File: src/rtl/hb_pkg.sv
package hb_pkg;
  typedef enum logic [1:0] {
    WALK_IDLE   = 2'd0,
    WALK_SQUASH = 2'd1,
    WALK_FLUSH  = 2'd2,
    WALK_COMMIT = 2'd3
  } walk_e;
endpackage

File: src/rtl/hb_store.sv
module hb_store #(
  parameter int DEPTH  = 16,
  parameter int SEQ_W  = 16,
  parameter int ARCH_W = 5,
  parameter int PHYS_W = 7
) (
  input  logic              clk,
  input  logic              rst,
  input  logic              push_en,
  input  logic [SEQ_W-1:0]  push_seq,
  input  logic [ARCH_W-1:0] push_arch,
  input  logic [PHYS_W-1:0] push_new,
  input  logic [PHYS_W-1:0] push_prev,
  input  logic              pop_old,
  input  logic              pop_young,
  output logic [SEQ_W-1:0]  old_seq,
  output logic [PHYS_W-1:0] old_prev,
  output logic [SEQ_W-1:0]  young_seq,
  output logic [ARCH_W-1:0] young_arch,
  output logic [PHYS_W-1:0] young_new,
  output logic [PHYS_W-1:0] young_prev,
  output logic              empty,
  output logic              full
);
  localparam int PTR_W = (DEPTH > 1) ? $clog2(DEPTH) : 1;
  localparam int OCC_W = $clog2(DEPTH + 1);
  localparam logic [PTR_W-1:0] LAST = PTR_W'(DEPTH - 1);
  localparam logic [OCC_W-1:0] CAP  = OCC_W'(DEPTH);

  // Field-split storage: distributed RAM, one write port, two async reads
  logic [SEQ_W-1:0]  mem_seq  [DEPTH];
  logic [ARCH_W-1:0] mem_arch [DEPTH];
  logic [PHYS_W-1:0] mem_new  [DEPTH];
  logic [PHYS_W-1:0] mem_prev [DEPTH];

  logic [PTR_W-1:0] head_q, tail_q, young_idx;
  logic [OCC_W-1:0] occ_q;

  function automatic logic [PTR_W-1:0] ptr_inc(input logic [PTR_W-1:0] p);
    return (p == LAST) ? '0 : p + PTR_W'(1);
  endfunction

  function automatic logic [PTR_W-1:0] ptr_dec(input logic [PTR_W-1:0] p);
    return (p == '0) ? LAST : p - PTR_W'(1);
  endfunction

  always_ff @(posedge clk) begin
    if (push_en) begin
      mem_seq[tail_q]  <= push_seq;
      mem_arch[tail_q] <= push_arch;
      mem_new[tail_q]  <= push_new;
      mem_prev[tail_q] <= push_prev;
    end
  end

  assign young_idx  = ptr_dec(tail_q);
  assign old_seq    = mem_seq[head_q];
  assign old_prev   = mem_prev[head_q];
  assign young_seq  = mem_seq[young_idx];
  assign young_arch = mem_arch[young_idx];
  assign young_new  = mem_new[young_idx];
  assign young_prev = mem_prev[young_idx];
  assign empty      = (occ_q == '0);
  assign full       = (occ_q == CAP);

  always_ff @(posedge clk) begin
    if (rst) begin
      head_q <= '0;
      tail_q <= '0;
      occ_q  <= '0;
    end else begin
      if (pop_old)
        head_q <= ptr_inc(head_q);
      if (push_en)
        tail_q <= ptr_inc(tail_q);
      else if (pop_young)
        tail_q <= young_idx;
      occ_q <= occ_q + OCC_W'(push_en) - OCC_W'(pop_old) - OCC_W'(pop_young);
    end
  end
endmodule

File: src/rtl/hb_walk_ctrl.sv
module hb_walk_ctrl
  import hb_pkg::*;
#(
  parameter int SEQ_W  = 16,
  parameter int ARCH_W = 5,
  parameter int PHYS_W = 7,
  parameter int CNT_W  = 32
) (
  input  logic              clk,
  input  logic              rst,
  input  logic              push_valid,
  input  logic              commit_valid,
  input  logic [SEQ_W-1:0]  commit_seq,
  input  logic              squash_valid,
  input  logic [SEQ_W-1:0]  squash_seq,
  input  logic              flush,
  input  logic              empty,
  input  logic              full,
  input  logic [SEQ_W-1:0]  old_seq,
  input  logic [PHYS_W-1:0] old_prev,
  input  logic [SEQ_W-1:0]  young_seq,
  input  logic [ARCH_W-1:0] young_arch,
  input  logic [PHYS_W-1:0] young_new,
  input  logic [PHYS_W-1:0] young_prev,
  output logic              push_en,
  output logic              pop_old,
  output logic              pop_young,
  output logic              busy,
  output logic              map_wr_valid,
  output logic [ARCH_W-1:0] map_wr_arch,
  output logic [PHYS_W-1:0] map_wr_phys,
  output logic              free_valid,
  output logic [PHYS_W-1:0] free_phys,
  output logic [CNT_W-1:0]  undo_count,
  output logic [CNT_W-1:0]  commit_count
);
  walk_e            mode_q, mode_d;
  logic [SEQ_W-1:0] target_q, target_d;
  logic             undoing;

  assign undoing = (mode_q == WALK_SQUASH) || (mode_q == WALK_FLUSH);
  assign busy    = (mode_q != WALK_IDLE);
  assign push_en = push_valid && !full && !flush && !squash_valid && !undoing;

  always_comb begin
    mode_d    = mode_q;
    target_d  = target_q;
    pop_old   = 1'b0;
    pop_young = 1'b0;
    unique case (mode_q)
      WALK_SQUASH: if (!empty && (young_seq > target_q)) pop_young = 1'b1;
                   else mode_d = WALK_IDLE;
      WALK_FLUSH:  if (!empty) pop_young = 1'b1;
                   else mode_d = WALK_IDLE;
      WALK_COMMIT: if (!empty && (old_seq <= target_q)) pop_old = 1'b1;
                   else mode_d = WALK_IDLE;
      default: ;
    endcase
    if (flush) begin
      mode_d = WALK_FLUSH;
    end else if (squash_valid && (mode_q != WALK_FLUSH)) begin
      mode_d   = WALK_SQUASH;
      target_d = squash_seq;
    end else if (commit_valid && !squash_valid && !undoing) begin
      mode_d   = WALK_COMMIT;
      target_d = commit_seq;
    end
  end

  always_ff @(posedge clk) begin
    if (rst) begin
      mode_q       <= WALK_IDLE;
      target_q     <= '0;
      map_wr_valid <= 1'b0;
      map_wr_arch  <= '0;
      map_wr_phys  <= '0;
      free_valid   <= 1'b0;
      free_phys    <= '0;
      undo_count   <= '0;
      commit_count <= '0;
    end else begin
      mode_q       <= mode_d;
      target_q     <= target_d;
      map_wr_valid <= pop_young;
      map_wr_arch  <= young_arch;
      map_wr_phys  <= young_prev;
      free_valid   <= pop_young || pop_old;
      free_phys    <= pop_young ? young_new : old_prev;
      undo_count   <= undo_count + CNT_W'(pop_young);
      commit_count <= commit_count + CNT_W'(pop_old);
    end
  end
endmodule

File: src/rtl/rename_history.sv
module rename_history #(
  parameter int DEPTH  = 16,
  parameter int SEQ_W  = 16,
  parameter int ARCH_W = 5,
  parameter int PHYS_W = 7,
  parameter int CNT_W  = 32
) (
  input  logic              clk,
  input  logic              rst,
  input  logic              push_valid,
  input  logic [SEQ_W-1:0]  push_seq,
  input  logic [ARCH_W-1:0] push_arch,
  input  logic [PHYS_W-1:0] push_new,
  input  logic [PHYS_W-1:0] push_prev,
  output logic              full,
  input  logic              commit_valid,
  input  logic [SEQ_W-1:0]  commit_seq,
  input  logic              squash_valid,
  input  logic [SEQ_W-1:0]  squash_seq,
  input  logic              flush,
  output logic              busy,
  output logic              map_wr_valid,
  output logic [ARCH_W-1:0] map_wr_arch,
  output logic [PHYS_W-1:0] map_wr_phys,
  output logic              free_valid,
  output logic [PHYS_W-1:0] free_phys,
  output logic [CNT_W-1:0]  undo_count,
  output logic [CNT_W-1:0]  commit_count
);
  logic              push_en, pop_old, pop_young, empty;
  logic [SEQ_W-1:0]  old_seq, young_seq;
  logic [PHYS_W-1:0] old_prev, young_new, young_prev;
  logic [ARCH_W-1:0] young_arch;

  hb_store #(
    .DEPTH(DEPTH), .SEQ_W(SEQ_W), .ARCH_W(ARCH_W), .PHYS_W(PHYS_W)
  ) store_i (
    .clk(clk), .rst(rst),
    .push_en(push_en), .push_seq(push_seq), .push_arch(push_arch),
    .push_new(push_new), .push_prev(push_prev),
    .pop_old(pop_old), .pop_young(pop_young),
    .old_seq(old_seq), .old_prev(old_prev),
    .young_seq(young_seq), .young_arch(young_arch),
    .young_new(young_new), .young_prev(young_prev),
    .empty(empty), .full(full)
  );

  hb_walk_ctrl #(
    .SEQ_W(SEQ_W), .ARCH_W(ARCH_W), .PHYS_W(PHYS_W), .CNT_W(CNT_W)
  ) ctrl_i (
    .clk(clk), .rst(rst),
    .push_valid(push_valid),
    .commit_valid(commit_valid), .commit_seq(commit_seq),
    .squash_valid(squash_valid), .squash_seq(squash_seq),
    .flush(flush), .empty(empty), .full(full),
    .old_seq(old_seq), .old_prev(old_prev),
    .young_seq(young_seq), .young_arch(young_arch),
    .young_new(young_new), .young_prev(young_prev),
    .push_en(push_en), .pop_old(pop_old), .pop_young(pop_young),
    .busy(busy),
    .map_wr_valid(map_wr_valid), .map_wr_arch(map_wr_arch), .map_wr_phys(map_wr_phys),
    .free_valid(free_valid), .free_phys(free_phys),
    .undo_count(undo_count), .commit_count(commit_count)
  );
endmodule

File: config.mk
export PLATFORM = sky130hd
export DESIGN_NAME = rename_history
export DESIGN_NICKNAME = d
export VERILOG_FILES = /design/src/rtl/hb_pkg.sv /design/src/rtl/hb_store.sv /design/src/rtl/hb_walk_ctrl.sv /design/src/rtl/rename_history.sv
export SDC_FILE = /design/constraint.sdc
export NUM_CORES = 1
export LEC_CHECK = 0
export BUFFER_PORTS_ARGS = -buffer_cell sky130_fd_sc_hd__buf_2
export CORE_MARGIN = 2
export CORE_UTILIZATION = 50
export CTS_CLUSTER_SIZE = 20
export DETAILED_ROUTE_END_ITERATION = 10
export GPL_ROUTABILITY_DRIVEN = 0
export HOLD_SLACK_MARGIN = 0.12
export PLACE_DENSITY = 0.67
export SLEW_MARGIN = 5
export SYNTH_ARGS = -nofsm -noshare
export SYNTH_HDL_FRONTEND = slang
export SYNTH_HIERARCHICAL = 1
export SYNTH_SLANG_ARGS = --single-unit
export TNS_END_PERCENT = 1
File: constraint.sdc
create_clock -name clk -period 15.33 [get_ports clk]
set_clock_uncertainty 0.05 [all_clocks]
set_input_delay 3.066 -clock clk [delete_from_list [all_inputs] [get_ports clk]]
set_output_delay 3.066 -clock clk [all_outputs]
set_load 0.02 [all_outputs]
==> metrics.csv, run 1 <==
metric,value,unit
status,"complete, no violations",
syn_area,30200,um^2
ys_seq_area_share,63.7,%
max_cap_violations,0,
yosys-top-cells-area,"edfxtp_1, mux4_2, dfxtp_1",
finalCritPeriodShare,48.1,%
crit_path_end,store_i/occ_q[4],
synth_top_family_by_area,multiplexers,
reg2reg_depth,22,
rsz0062_at_grt,no,
crit_path_start,store_i/tail_q[0],
fin_util,57.1,%
swShare,25.2,%
clk_latency,610,ps
synth_simple_gate_area_share,6.24,%
cp-end-kind,register,
coreArea,60000,um^2
async_flop_share,0,%
ys_seq_elements,680,
synthAdderAreaFrac,2.33,%
ant_nets,0,
first_pass_iters,6,
path_clk_slew,60,ps
fin_nets,2082,
synth_fp_nets,1919,
finalSetupTns,0,ps
grt_max_degree,85,
io_pins,160,
crit_arrival,7860,ps
worstPathRequired,15810,ps
cts_tree,done,
synth_compound_area_share,4.13,%
synth_area_per_cell,16.8,um^2
max_freq,135,MHz
p_int,3320,uW
hold_buffers,0,
slew_viol_final,0,
ys.flop_type,edfxtp_1,
grt_pass1_wl,110,mm
power.density,130,nW/um^2
place_hpwl,43.0,mm
rrSetupSlack,7950,ps
synth_edf_count,560,
cts-root-buf,clkbuf_16,
htree_levels,3,
grt_antenna_before_repair,6,
period_needed,7380,ps
path_max_fanout,62,
dieArea,62300,um^2
p_clk_share,39.2,%
clkSinkCount,680,
synth.mux.area_fraction,19.9,%
dieHeight,250,um
rr_startpoint,store_i/tail_q[0],
synth_top_cell_area_share,55.7,%
synthXorXnorAreaFrac,1.63,%
synth_largest_area_cell,edfxtp_1,
p_leak,0.0113,uW
grt_pass1_vias,17400,
hold_viol,0,
setup_ws,7950,ps
crit_type,register to register,
vias,17600,
worstSetupStartpointType,register,
fp.dieW,250,um
min_path_cells,2,
post_cts_buffers,0,
routed_wl,72.9,mm
grt_overflow,0,
reg2reg_to,store_i/occ_q[4],
rows,90,
cts_buffers,72,
combPwrFrac,14.5,%
hp-class,register to register,
cts.repair.resized,0,
ir_drop,99.0,uV
via_per_inst,6.29,
io_buffer_count,159,
setup_viol,0,
netlist_instances,1791,
p_sw,1120,uW
drc_errors,0,
drtIter0Drc,1693,
ys.warnings.count,6,
slew_headroom,25.0,%
clockBufferDepth,3,
gr-usage-all-layers,23.7,%
seqPwrFrac,46.3,%
drive_gt1_share,29.6,%
drt-wirelength-per-cell,26.1,um
ys_types,70,
place_ws,7920,ps
tightest_slew,1120,ps
start_util,50.3,%
area_delta_synth_final,13.5,%
[flip-flops by register name, indices dropped and copies added, names as in the netlist, 2 cells and up, named ones only]
signal / flops
ctrl_i/map_wr_arch: 5
ctrl_i/undo_count: 32
store_i/mem_arch: 80
ctrl_i/map_wr_phys: 7
ctrl_i/commit_count: 32
store_i/occ_q: 5
ctrl_i/target_q: 16
ctrl_i/mode_q: 2
store_i/head_q: 4
store_i/mem_prev: 112
store_i/mem_seq: 256
store_i/tail_q: 4
ctrl_i/free_phys: 7
store_i/mem_new: 112
[synthesized netlist by cell type, types with 9 or more instances]
master,instances
edfxtp_1,560
mux4_2,247
nor2_1,130
dfxtp_1,120
nand2_1,95
ha_1,53
clkbuf_1,52
a211oi_1,51
inv_1,41
xor2_1,41
a21oi_1,36
mux2i_1,35
buf_2,34
nand3_1,31
a31oi_1,29
and2_1,29
nor2b_1,25
o21ai_0,20
nand4_1,18
xnor2_1,15
nor3_1,12
and3_1,9
or3_1,9
[how the worst min path moves through the flow]
stage,startpoint,to,slack [ps]
final,ctrl_i/commit_count[20],ctrl_i/commit_count[20],450
after global routing,ctrl_i/target_q[8],ctrl_i/target_q[8],480
after CTS,ctrl_i/commit_count[20],ctrl_i/commit_count[20],450
after detailed placement,ctrl_i/commit_count[20],ctrl_i/commit_count[20],450
after global placement,ctrl_i/commit_count[20],ctrl_i/commit_count[20],430
after floorplan,store_i/head_q[3],register,420
[logic make-up after synthesis]
kind of cell | after synthesis
muxes | 289
AOI/OAI and AO/OA | 180
adders and majority gates | 55
xor gates and xnor gates | 56
and+or+nand+nor | 387
DFF | 680
buffers and inverters | 144
[placed cells by master (no fill, tap or decap), types with 12 or more instances in the layout]
cell and instances:
and2_1 29, a31oi_1 29, clkbuf_16 74, nor2_4 12, nand4_1 18, buf_4 34
xnor2_1 15, dfxtp_1 116, nand3_1 31, a21oi_1 36, mux2i_1 35, clkinv_2 13
clkbuf_1 20, ha_1 52, xor2_1 41, a211oi_1 51, o21ai_0 19, edfxtp_1 560
nor2b_1 25, buf_2 158, nor2_1 116, inv_1 41, nand2_1 95, mux4_2 247
[area by class of cell]
cell class                 count  area (um^2)
fill                        4569        25800
sequential                   680        19200
multi-input combinational    967        10500
clock buffer                  96         1950
timing repair buffer         192         1050
tap                          782          978
clock inverter                35          418
inverter                      41          154
antenna                        2         5.00
[per-stage QoR]
step / power, uW / cells / instance area [um^2] / hold slack [ps]
after floorplan: 2540 / 1791 / 30200 / 422
after global placement: 2730 / 2662 / 31900 / 427
after detailed placement: 2740 / 2662 / 31900 / 445
after CTS: 4480 / 2793 / 34200 / 453
after global routing: 4610 / 2793 / 34200 / 475
final: 4450 / 2795 / 34200 / 452
[worst max-delay path, stage by stage (launching register included)]
cell,delay [ps]
dfxtp_4,880
inv_1,330
ha_4,1010
inv_1,310
buf_4,320
mux4_2,300
a222oi_1,350
nand2_1,150
ha_1,330
nand4_1,130
nor3_1,90
a21boi_0,130
o31a_2,450
o21ai_4,480
inv_1,290
inv_1,150
fa_1,420
ha_1,200
ha_1,200
a21oi_1,120
nor2_1,70
or3_1,340
a21oi_1,140
[per-layer routing]
layer,up-vias,share of wire [%],track usage (%)
met3,149,8.0,5.21
met5,-,0.071,0
met4,8,2.9,8.40
met2,755,47,37.3
li1,7507,-,-
met1,9151,42,33.1
[power by group through the flow]
| stage | registers [uW] | logic (uW) | clock network [uW] |
|---|---|---|---|
| floorplan | 2100 | 447 | 0 |
| global placement | 2100 | 635 | 0 |
| detailed placement | 2100 | 643 | 0 |
| CTS | 2060 | 646 | 1780 |
| global route | 2060 | 699 | 1850 |
| finish | 2060 | 644 | 1740 |
(Power assumes the default switching activity.)
==> run 2: changes to the inputs <==
==> constraint.sdc (replaced) <==
create_clock -name clk -period 7.7 [get_ports clk]
set_clock_uncertainty 0.05 [all_clocks]
set_input_delay 1.54 -clock clk [delete_from_list [all_inputs] [get_ports clk]]
set_output_delay 1.54 -clock clk [all_outputs]
set_load 0.02 [all_outputs]
==> run 2 against run 1 <==
Compared with the run above:
- combinational power grew 100%
- clock-buffer cell count rose by 5
- sequential power increased by 98%
- setup slack got worse by 6700 ps
- core utilization about the same
- cell area hardly changed
- cell count up 0.21%
- sequential cell count unchanged
- global-route usage is 0.24 points higher
- largest cell class unchanged
- largest power group unchanged
==> metrics.csv, run 2 (synthesis results as in run 1) <==
metric,value,unit
status,"complete, no violations",
clkSinkCount,680,
hold_buffers,0,
crit_slowest_cell,dfxtp_4,
setup_viol,0,
wl_met1,30.2,mm
start_util,50.3,%
cts_tree,done,
largest_reg_flops,256,
power.density,256,nW/um^2
drt-wirelength-per-cell,26.2,um
slew_viol_final,0,
drive_gt1_share,29.4,%
path_max_fanout,44,
clk_latency,630,ps
gr-usage-all-layers,24.0,%
hp-class,register to register,
ir_drop,171,uV
p_leak,0.0113,uW
grt_pass1_vias,17700,
setup_ws,1300,ps
grt_max_degree,113,
grt_overflow,0,
cts.repair.resized,0,
fin_cells,2801,
top_register,store_i/mem_seq,
tightest_slew,1080,ps
finalCritPeriodShare,83.1,%
worstPathRequired,8150,ps
hold_viol,0,
post_cts_buffers,0,
dp_cells,2666,
worstSetupStartpointType,register,
slowest_delay,910,ps
io_pins,160,
dr_wl_met2,35.5,mm
place_hpwl,42.9,mm
layout_common_cells,"edfxtp_1, mux4_2, buf_2",
p_clk_share,38.4,%
io_buffer_count,159,
fin_util,57.0,%
drtIter0Drc,1695,
max_freq,156,MHz
path_common_cell,ha_1,
finalSetupTns,0,ps
place_ws,1240,ps
min_path_cells,2,
worstHoldEndpoint,ctrl_i/commit_count[20],
rrSetupSlack,1300,ps
grt_pass1_wl,112,mm
vias,17500,
hold_start,ctrl_i/commit_count[20],
reg_top3,"store_i/mem_seq (256), store_i/mem_new (112), store_i/mem_prev (112)",
highest_layer,met5,
rsz0062_at_grt,no,
path_clk_slew,60,ps
clockBufferDepth,3,
seqPwrFrac,46.6,%
fp.dieW,250,um
critical_path.cell_chain,buf_12 -> mux4_2 -> mux4_2 -> ha_1 -> nand4_2 -> nor4_2 -> nand4_1 -> o31a_1 -> and2b_1 -> ha_1 -> ha_1 -> nand4_1 -> nor3_2 -> nand3_1 -> nor2_1 -> nand3_1 -> xor2_1 -> nor2_1,
max_cap_violations,0,
routed_wl,73.4,mm
p_sw,2230,uW
route.met3.wl,5.91,mm
area_delta_synth_final,13.5,%
combPwrFrac,15.0,%
cts-root-buf,clkbuf_16,
reg2reg_to,ctrl_i/commit_count[28],
dieArea,62300,um^2
reg2reg_depth,18,
p_int,6520,uW
period_needed,6400,ps
fin_nets,2087,
drc_errors,0,
n_fill_cell,4545,
dieHeight,250,um
first_pass_iters,5,
via_per_inst,6.26,
crit_arrival,6850,ps
cp-end-kind,register,
final_common_cell,edfxtp_1,
swShare,25.5,%
crit_type,register to register,
rows,90,
coreArea,60000,um^2
htree_levels,3,
ant_nets,0,
cts_buffers,73,
slew_headroom,28.2,%
grt_antenna_before_repair,5,
## run 2: cell types whose count changed in the layout (fill, tap and decap cells not counted), sizes merged
cell / before / now
bufinv: 7 / 2
clkbuf: 96 / 101
buf: 192 / 196
inv: 45 / 46
clkinvlp: 2 / 3
## run 2: worst max-delay path by stage
stage                           start                      end  slack, ps  cells past startpoint
floorplan           store_i/tail_q[0]         store_i/occ_q[4]       2200                     27
global placement             register  ctrl_i/commit_count[28]       1310                     18
detailed placement           register  ctrl_i/commit_count[28]       1240                     18
CTS                          register  ctrl_i/commit_count[28]       1190                     18
global route                 register  ctrl_i/commit_count[28]        800                     18
finish                       register  ctrl_i/commit_count[28]       1300                     18
## run 2: metal layers
layer	track usage, %	up-vias
met5	0	-
met4	6.64	6
met3	4.79	137
met2	38.8	774
met1	33.5	9083
li1	-	7530
## run 2: worst max-delay path, delay by kind of cell (launching register included)
| family | cells | cell delay [ps] |
|---|---|---|
| AND/OR/NAND/NOR | 10 | 2520 |
| multiplexers | 2 | 1090 |
| flip-flops | 1 | 910 |
| adder cells (fa/ha/maj) | 3 | 850 |
| buffers and inverters | 1 | 430 |
| AO/OA/AOI/OAI | 1 | 190 |
| XOR/XNOR | 1 | 160 |
## run 2: power groups by stage
stage | registers [uW] | clock network [uW] | logic (uW)
floorplan | 4170 | 0 | 891
global placement | 4150 | 0 | 1300
detailed placement | 4150 | 0 | 1310
CTS | 4080 | 3430 | 1320
global route | 4080 | 3570 | 1430
finish | 4080 | 3360 | 1310
## run 2: layout make-up
cell class                 count  area (um^2)  area share, %
inverter                      41          154          0.449
sequential                   680        19200           56.2
antenna                        2         5.00         0.0146
timing repair buffer         196         1110           3.25
clock inverter                32          254          0.742
tap                          782          978           2.86
clock buffer                 101         2050           5.97
multi-input combinational    967        10500           30.5
## run 2: metrics by stage
step | cell area [um^2] | hold WS [ps] | power (uW)
2_1_floorplan | 30200 | 422 | 5060
3_3_place_gp | 31900 | 429 | 5450
3_5_place_dp | 31900 | 437 | 5460
4_1_cts | 34200 | 448 | 8830
5_1_grt | 34200 | 470 | 9080
6_report | 34200 | 448 | 8750
==> run 3: changes to the inputs <==
--- a/config.mk
+++ b/config.mk
@@ -12,7 +12,7 @@
 export DETAILED_ROUTE_END_ITERATION = 10
 export GPL_ROUTABILITY_DRIVEN = 0
 export HOLD_SLACK_MARGIN = 0.12
-export PLACE_DENSITY = 0.67
+export PLACE_DENSITY = 0.7
 export SLEW_MARGIN = 5
 export SYNTH_ARGS = -nofsm -noshare
 export SYNTH_HDL_FRONTEND = slang
==> constraint.sdc (replaced) <==
create_clock -name clk -period 5.53 [get_ports clk]
set_clock_uncertainty 0.05 [all_clocks]
set_input_delay 1.106 -clock clk [delete_from_list [all_inputs] [get_ports clk]]
set_output_delay 1.106 -clock clk [all_outputs]
set_load 0.02 [all_outputs]
==> run 3 against run 2 <==
Compared with the run above:
- die area unchanged
- largest cell class unchanged
- via count rose by 1.5%
- clock power rose by 44%
- maximum frequency grew 21%
- sequential share of layout area decreased by 0.79 points
- worst hold slack better by 3.8 ps
==> metrics.csv, run 3 (synthesis results as in run 1) <==
metric,value,unit
status,"complete, no violations",
clockBufferDepth,3,
clkSinkCount,680,
p_leak,0.0116,uW
hold_buffers,0,
post_cts_buffers,0,
slew_headroom,20.7,%
crit_arrival,5790,ps
tightest_slew,1190,ps
grt_overflow,0,
routed_wl,73.6,mm
worstPathRequired,6020,ps
power.density,357,nW/um^2
slew_viol_final,0,
drt-wirelength-per-cell,25.9,um
grt_pass1_vias,17900,
finalPower,12400,uW
drive_gt1_share,31.8,%
period_needed,5300,ps
drc_errors,0,
num_antenna_cells,0,
cp-end-kind,register,
io_buffer_count,159,
grt_pass1_wl,112,mm
hold_start,ctrl_i/target_q[7],
largest_reg_flops,256,
ant_nets,0,
setup_viol,0,
top_register,store_i/mem_seq,
rows,90,
htree_levels,3,
worstSetupStartpointType,register,
max_cap_violations,0,
hp-class,register to register,
fin_nets,2126,
hold_viol,0,
cts-root-buf,clkbuf_16,
gr-usage-all-layers,24.0,%
finalSetupTns,0,ps
path_max_fanout,30,
start_util,50.3,%
cts_buffers,71,
area_delta_synth_final,15.1,%
cts_tree,done,
max_freq,189,MHz
ir_drop,207,uV
first_pass_iters,7,
fp.dieW,250,um
io_pins,160,
via_per_inst,6.27,
final_common_cell,edfxtp_1,
cts.repair.resized,0,
dieHeight,250,um
drtIter0Drc,1730,
grt_antenna_before_repair,6,
clk_latency,610,ps
reg_top3,"store_i/mem_seq (256), store_i/mem_new (112), store_i/mem_prev (112)",
layout_common_cells,"edfxtp_1, mux4_2, buf_2",
finalCritPeriodShare,95.8,%
place_hpwl,44.1,mm
vias,17800,
crit_type,register to register,
coreArea,60000,um^2
grt_max_degree,69,
dieArea,62300,um^2
path_clk_slew,60,ps
rsz0062_at_grt,no,
## run 3: cell count changes in the layout (fill, tap and decap cells not counted), sizes merged
cell / before / now
bufinv: 2 / 7
buf: 196 / 237
inv: 46 / 44
clkbuf: 101 / 85
clkinvlp: 3 / 7
clkinv: 22 / 29
diode: 2 / 0
## run 3: per-layer routing
metal,up-vias,GRT usage (%),share of wire [%]
met4,12,7.71,2.4
met2,919,38.4,48
met3,131,4.54,9.2
li1,7580,-,-
met5,-,0,0.10
met1,9144,33.7,41
## run 3: worst max-delay path, cell delays in order (launching register included)
cell	delay [ps]
dfxtp_4	390
buf_12	270
mux4_2	550
mux4_2	530
ha_1	330
nand4_1	200
nor2_1	70
a221o_1	320
o31a_1	350
and2b_1	270
buf_4	160
inv_1	80
fa_1	400
inv_1	70
ha_1	190
inv_1	60
ha_1	260
a21oi_1	140
nor2_1	60
or3_1	350
a21oi_1	130
## run 3: final cells by class
cell class | count | area, um^2
Fill cell | 4440 | 25300
Clock buffer | 85 | 1910
Timing Repair Buffer | 237 | 1480
Sequential cell | 680 | 19200
Clock inverter | 46 | 489
Multi-Input combinational cell | 967 | 10500
Inverter | 41 | 154
Tap cell | 782 | 978
## run 3: stage by stage
stage	area, um^2	utilization (%)	worst slack, ps	hold slack (ps)	cells
after detailed placement	32300	53.8	200	450	2707
after floorplan	30200	-	28.1	422	1791
after global routing	34700	57.9	11.2	476	2838
final	34700	57.9	230	452	2838
after CTS	34700	57.8	162	459	2838
after global placement	32300	53.8	288	428	2707
## run 3: final timing paths
check	end	slack, ps	cells after the start
setup / recovery	store_i/occ_q[4]	230	20
hold / removal	ctrl_i/target_q[7]	450	2
setup reg to reg	store_i/occ_q[4]	230	20
hold reg to reg	ctrl_i/target_q[7]	450	2
## run 3: report_power, final
part	internal [uW]	total, uW	leakage [uW]	switching, uW
sequential	5630	5670	0.00601	43.7
combinational	797	1890	0.00437	1090
clock	2830	4840	0.00117	2010
total	9250	12400	0.0116	3140
